$ cat config.mk
export PLATFORM = sky130hd
export DESIGN_NAME = elastic_pair_buf
export DESIGN_NICKNAME = d
export VERILOG_FILES = /design/src/rtl/epb_pkg.sv /design/src/rtl/epb_slot.sv /design/src/rtl/epb_chain_ctrl.sv /design/src/rtl/epb_ring_ctrl.sv /design/src/rtl/elastic_pair_buf.sv
export SDC_FILE = /design/constraint.sdc
export NUM_CORES = 1
export LEC_CHECK = 0
export BUFFER_PORTS_ARGS = -buffer_cell sky130_fd_sc_hd__buf_2
export CAP_MARGIN = 15
export CORE_MARGIN = 5
export CORE_UTILIZATION = 51
export CTS_CLUSTER_DIAMETER = 80
export CTS_CLUSTER_SIZE = 25
export DETAILED_ROUTE_END_ITERATION = 7
export GPL_TIMING_DRIVEN = 1
export PLACE_DENSITY_LB_ADDON = 0.1
export SETUP_SLACK_MARGIN = 0.02
export SLEW_MARGIN = 40
export SYNTH_ARGS = -nofsm -noshare
export SYNTH_HDL_FRONTEND = slang
export SYNTH_HIERARCHICAL = 1
export SYNTH_SLANG_ARGS = --single-unit
$ cat constraint.sdc
create_clock -name clk -period 4.45 [get_ports clk]
set_clock_uncertainty 0.15 [all_clocks]
set_input_delay 0.89 -clock clk [delete_from_list [all_inputs] [get_ports clk]]
set_output_delay 0.89 -clock clk [all_outputs]
set_load 0.01 [all_outputs]
$ cat src/rtl/epb_pkg.sv
package epb_pkg;

   // Pairing of the two half-rate cells
   typedef enum logic [0:0] {
      EPB_CHAIN = 1'b0,   // output cell backed by a spill cell
      EPB_RING  = 1'b1    // alternating write/read pointers
   } epb_arch_e;

   localparam int unsigned EPB_SLOTS = 2;

   function automatic logic epb_fire(input logic valid, input logic ready);
      return valid & ready;
   endfunction

endpackage

$ cat src/rtl/epb_slot.sv
module epb_slot #(
   parameter int unsigned DATA_W = 32
) (
   input  logic              clk,
   input  logic              rst,
   input  logic              wr_en,
   input  logic [DATA_W-1:0] wr_data,
   input  logic              rd_en,
   output logic              full,
   output logic [DATA_W-1:0] data
);

   logic              full_q;
   logic [DATA_W-1:0] data_q;

   always_ff @(posedge clk) begin
      if (rst) begin
         full_q <= 1'b0;
      end else if (wr_en) begin
         full_q <= 1'b1;
      end else if (rd_en) begin
         full_q <= 1'b0;
      end
   end

   always_ff @(posedge clk) begin
      if (wr_en) begin
         data_q <= wr_data;
      end
   end

   assign full = full_q;
   assign data = data_q;


   no_overwrite_chk: assert property (@(posedge clk) disable iff (rst)
      wr_en |-> (!full_q || rd_en));


   no_phantom_read_chk: assert property (@(posedge clk) disable iff (rst)
      rd_en |-> full_q);

endmodule

$ cat src/rtl/epb_chain_ctrl.sv
module epb_chain_ctrl #(
   parameter int unsigned DATA_W = 32
) (
   input  logic              clk,
   input  logic              rst,
   input  logic              up_valid,
   output logic              up_ready,
   input  logic [DATA_W-1:0] up_data,
   output logic              dn_valid,
   input  logic              dn_ready,
   output logic [DATA_W-1:0] dn_data
);

   import epb_pkg::*;

   logic              out_full, spill_full;
   logic [DATA_W-1:0] out_data, spill_data;
   logic              in_fire, out_fire;
   logic              out_free;
   logic              out_wr, spill_wr, spill_rd;
   logic [DATA_W-1:0] out_wdata;

   assign up_ready = !spill_full;
   assign dn_valid = out_full;
   assign dn_data  = out_data;

   assign in_fire  = epb_fire(up_valid, up_ready);
   assign out_fire = epb_fire(out_full, dn_ready);

   // output cell can take a word if empty or being emptied this cycle
   assign out_free  = !out_full || out_fire;
   assign out_wr    = out_free && (spill_full || in_fire);
   assign out_wdata = spill_full ? spill_data : up_data;
   assign spill_rd  = out_free && spill_full;
   assign spill_wr  = in_fire && out_full && !out_fire;

   epb_slot #(.DATA_W(DATA_W)) i_out_cell (
      .clk     (clk),
      .rst     (rst),
      .wr_en   (out_wr),
      .wr_data (out_wdata),
      .rd_en   (out_fire),
      .full    (out_full),
      .data    (out_data)
   );

   epb_slot #(.DATA_W(DATA_W)) i_spill_cell (
      .clk     (clk),
      .rst     (rst),
      .wr_en   (spill_wr),
      .wr_data (up_data),
      .rd_en   (spill_rd),
      .full    (spill_full),
      .data    (spill_data)
   );


   spill_behind_out_chk: assert property (@(posedge clk) disable iff (rst)
      spill_full |-> out_full);


   spill_drain_chk: assert property (@(posedge clk) disable iff (rst)
      (spill_full && dn_ready) |=> (out_full && !spill_full));

endmodule

$ cat src/rtl/epb_ring_ctrl.sv
module epb_ring_ctrl #(
   parameter int unsigned DATA_W = 32
) (
   input  logic              clk,
   input  logic              rst,
   input  logic              up_valid,
   output logic              up_ready,
   input  logic [DATA_W-1:0] up_data,
   output logic              dn_valid,
   input  logic              dn_ready,
   output logic [DATA_W-1:0] dn_data
);

   import epb_pkg::*;

   localparam int unsigned PTR_W = $clog2(EPB_SLOTS);

   logic [EPB_SLOTS-1:0] cell_full;
   logic [DATA_W-1:0]    cell_data [EPB_SLOTS];
   logic [PTR_W-1:0]     wr_ptr_q, rd_ptr_q;
   logic                 in_fire, out_fire;

   assign up_ready = !cell_full[wr_ptr_q];
   assign dn_valid = cell_full[rd_ptr_q];
   assign dn_data  = cell_data[rd_ptr_q];

   assign in_fire  = epb_fire(up_valid, up_ready);
   assign out_fire = epb_fire(dn_valid, dn_ready);

   always_ff @(posedge clk) begin
      if (rst) begin
         wr_ptr_q <= '0;
         rd_ptr_q <= '0;
      end else begin
         if (in_fire) begin
            wr_ptr_q <= wr_ptr_q + PTR_W'(1);
         end
         if (out_fire) begin
            rd_ptr_q <= rd_ptr_q + PTR_W'(1);
         end
      end
   end

   for (genvar s = 0; s < EPB_SLOTS; s++) begin : g_cell
      logic cell_wr, cell_rd;
      assign cell_wr = in_fire  && (wr_ptr_q == PTR_W'(s));
      assign cell_rd = out_fire && (rd_ptr_q == PTR_W'(s));

      epb_slot #(.DATA_W(DATA_W)) i_cell (
         .clk     (clk),
         .rst     (rst),
         .wr_en   (cell_wr),
         .wr_data (up_data),
         .rd_en   (cell_rd),
         .full    (cell_full[s]),
         .data    (cell_data[s])
      );
   end


   ptr_order_chk: assert property (@(posedge clk) disable iff (rst)
      (wr_ptr_q == rd_ptr_q) |-> (cell_full == '0 || cell_full == '1));

endmodule

$ cat src/rtl/elastic_pair_buf.sv
module elastic_pair_buf
   import epb_pkg::*;
#(
   parameter int unsigned DATA_W = 32,
   parameter epb_arch_e   ARCH   = EPB_CHAIN
) (
   input  logic              clk,
   input  logic              rst,
   input  logic              up_valid,
   output logic              up_ready,
   input  logic [DATA_W-1:0] up_data,
   output logic              dn_valid,
   input  logic              dn_ready,
   output logic [DATA_W-1:0] dn_data
);

   if (DATA_W < 1) begin : g_bad_width
      $error("elastic_pair_buf: DATA_W must be at least 1");
   end

   if (ARCH == EPB_CHAIN) begin : g_chain
      epb_chain_ctrl #(.DATA_W(DATA_W)) i_ctrl (
         .clk      (clk),
         .rst      (rst),
         .up_valid (up_valid),
         .up_ready (up_ready),
         .up_data  (up_data),
         .dn_valid (dn_valid),
         .dn_ready (dn_ready),
         .dn_data  (dn_data)
      );
   end else begin : g_ring
      epb_ring_ctrl #(.DATA_W(DATA_W)) i_ctrl (
         .clk      (clk),
         .rst      (rst),
         .up_valid (up_valid),
         .up_ready (up_ready),
         .up_data  (up_data),
         .dn_valid (dn_valid),
         .dn_ready (dn_ready),
         .dn_data  (dn_data)
      );
   end

   // independent occupancy tracker used only by the checks below
   logic [1:0] occ_q;
   always_ff @(posedge clk) begin
      if (rst) begin
         occ_q <= 2'd0;
      end else begin
         occ_q <= occ_q + 2'(up_valid && up_ready) - 2'(dn_valid && dn_ready);
      end
   end


   reset_state_chk: assert property (@(posedge clk)
      rst |=> (!dn_valid && up_ready));


   hold_word_chk: assert property (@(posedge clk) disable iff (rst)
      (dn_valid && !dn_ready) |=> (dn_valid && $stable(dn_data)));


   occ_limit_chk: assert property (@(posedge clk) disable iff (rst)
      occ_q != 2'd3);


   ready_map_chk: assert property (@(posedge clk) disable iff (rst)
      up_ready == (occ_q != 2'd2));


   valid_map_chk: assert property (@(posedge clk) disable iff (rst)
      dn_valid == (occ_q != 2'd0));


   ready_reg_chk: assert property (@(posedge clk) disable iff (rst)
      (!up_ready && !(dn_valid && dn_ready)) |=> !up_ready);

endmodule

==> impl_metrics.toml <==
[status]
status = "finished, final reports clean"

[critical_path]
worst-path-buf-inv = 2
critPathMaxFanout = 37
required_ps = 3410
worstSetupPathType = "reg -> out"
cp-end-kind = "primary output"
slowest_delay_ps = 760
startpoint_type = "register"
cp-startpoint = "g_chain.i_ctrl/i_spill_cell/full$_SDFFE_PP0P_"
cpLargestDelayFamily = "flip-flops"
critical_path_arrival_ps = 1330
cp_slowest_cell = "dfxtp_4"
path_cells = "inv_1 > buf_2"
r2r-start = "g_chain.i_ctrl/i_spill_cell/full$_SDFFE_PP0P_"

[clocking]
clock_tree.buffer_depth = 2
clock-sinks = 66
cts_hold_buf = 0
cts_root_buf = "clkbuf_8"
cts_max_level = 3
clk_pin_slew_ps = 60
cts_buffers = 9
cts_setup_buffers = 0
cts_tree = "done"
postCtsResizedCells = 0
clock_latency_ps = 340

[placed_design]
dp_slack_ps = 1810
dp_hpwl_mm = 3.00
portBuffers = 69
routabilityCongestion = 0.626

[global_routing]
grt_max_degree = 38
gr-total-overflow = 0
grt_antenna_before_repair = 0
grtUsageTotal_pct = 13.9
grt_pass1_vias = 1341
grt_pass1_wl_mm = 6.45

[floorplan]
die_area_um2 = 6530
die_x_um = 80.8
core_area_um2 = 4790
die_y_um = 80.8
pin_count = 70
num_rows = 25
start_util_pct = 53.4

[pwr]
total_power_mw = 1.43
p_leak_nw = 1.24
power_density_nw_per_um2 = 450
vdd_drop_max_mv = 0.300

[detailed_routing]
drt-pass1-iter-count = 4
drc = 0
vias_per_cell = 4.83
vias = 1279
drt_iter0_markers = 56
wl_mm = 4.30
wl_per_cell_um = 16.2
antenna_left = 0

[timing]
fmaxAchievable_mhz = 422
rsz0062_at_grt = "no"
setup_ws_ps = 2080
tns_ps = 0
timing.final.crit_share_pct = 53.2
finalSetupViolCount = 0
period_needed_ps = 2370
tightest_slew_ps = 741
drv_slew = 0
relSlewSlack_pct = 50.6
finalHoldViolCount = 0

[synthesis]
synth-seq-cells = 66
synth.net_count = 150
syn_avg_cell_area_um2 = 22.4
syn_area_um2 = 2560
ys_types = 12
yosysWarnings = 6
netlist_instances = 114
seq_area_frac_synth_pct = 76.7

[job]
cap_viol_max_count = 0

[final_layout]
layout-drive-gt1-share_pct = 61.1
fin_util_pct = 66.6
nets = 229
n_antenna_cell = 0
syn_to_final_growth_pct = 24.7

[worst_hold_path]
hp-start = "g_chain.i_ctrl/i_out_cell/full$_SDFFE_PP0P_"
min_path_type = "reg -> reg"
power breakdown:
group,total (mW),switching (mW),internal (mW)
clock,0.581,0.212,0.368
sequential,0.739,0.0154,0.723
combinational,0.114,0.0537,0.0604
layout make-up:
type / instances / area [um^2]
Tap cell: 67 / 83.8
Inverter: 3 / 11.3
Sequential cell: 66 / 1970
Clock buffer: 10 / 128
Multi-Input combinational cell: 41 / 527
Timing Repair Buffer: 72 / 368
Clock inverter: 6 / 105
Fill cell: 337 / 1600
stage by stage:
step           cells  hold slack [ps]  instance area (um^2)
2_1_floorplan    114              319                  2560
3_3_place_gp     249              346                  2950
4_1_cts          265              366                  3190
5_1_grt          265              405                  3190
6_report         265              365                  3190
3_5_place_dp     249              349                  2960
kinds of logic (layout without fill, tap and decap cells):
group                  count (synthesis)  after routing  share of synthesized area (%)
AO/OA/AOI/OAI                          3              3                          0.979
buffers and inverters                  7             91                           2.89
flip-flops                            66             66                           76.7
multiplexers                          32             32                           17.9
AND/OR/NAND/NOR                        6              6                           1.52
Yosys cell counts:
cell type   n  area [um^2]
inv_1       3         11.3
o21a_1      1         7.51
and2_1      2         12.5
dfxtp_1     2         40.0
edfxtp_1   64         1920
mux2_4     26          390
buf_12      2         40.0
mux2_2      6         67.6
buf_6       2         22.5
nand2b_1    3         18.8
nor3b_1     1         7.51
a21oi_2     2         17.5
flip-flops by register name, indices dropped and copies added (netlist names):
| name | cells |
|---|---|
| g_chain.i_ctrl/i_out_cell/data | 32 |
| g_chain.i_ctrl/i_out_cell/full | 1 |
| g_chain.i_ctrl/i_spill_cell/full | 1 |
| g_chain.i_ctrl/i_spill_cell/data | 32 |
cell usage in the layout (no fill, tap or decap), drive strengths merged:
master,synthesis,final
dfxtp,2,2
clkinv,0,2
nand2b,3,3
clkinvlp,0,1
a21oi,2,2
o21a,1,1
clkbuf,0,10
inv,3,3
mux2,32,32
edfxtp,64,64
bufinv,0,3
and2,2,2
buf,4,72
nor3b,1,1
worst register-to-register path, stage by stage (launching register included):
cell and delay, ps:
dfxtp_4 760, o21a_1 710, buf_4 380
final timing paths:
kind	end	slack [ps]	cells past startpoint
worst min-delay path	g_chain.i_ctrl/i_out_cell/full$_SDFFE_PP0P_	360	2
worst min register to register	g_chain.i_ctrl/i_out_cell/full$_SDFFE_PP0P_	360	2
worst max-delay path	up_ready	2080	2
worst max register to register	g_chain.i_ctrl/i_out_cell/data[21]$_DFFE_PP_	2140	2
metal layers:
| metal | vias up | routed length (um) | GRT usage, % |
|---|---|---|---|
| met5 | - | 0 | 0 |
| li1 | 603 | - | - |
| met4 | 0 | 112 | 9.63 |
| met3 | 11 | 268 | 3.22 |
| met1 | 616 | 1800 | 16.1 |
| met2 | 49 | 2120 | 23.0 |
No activity file was read; power rests on OpenSTA's default activity.
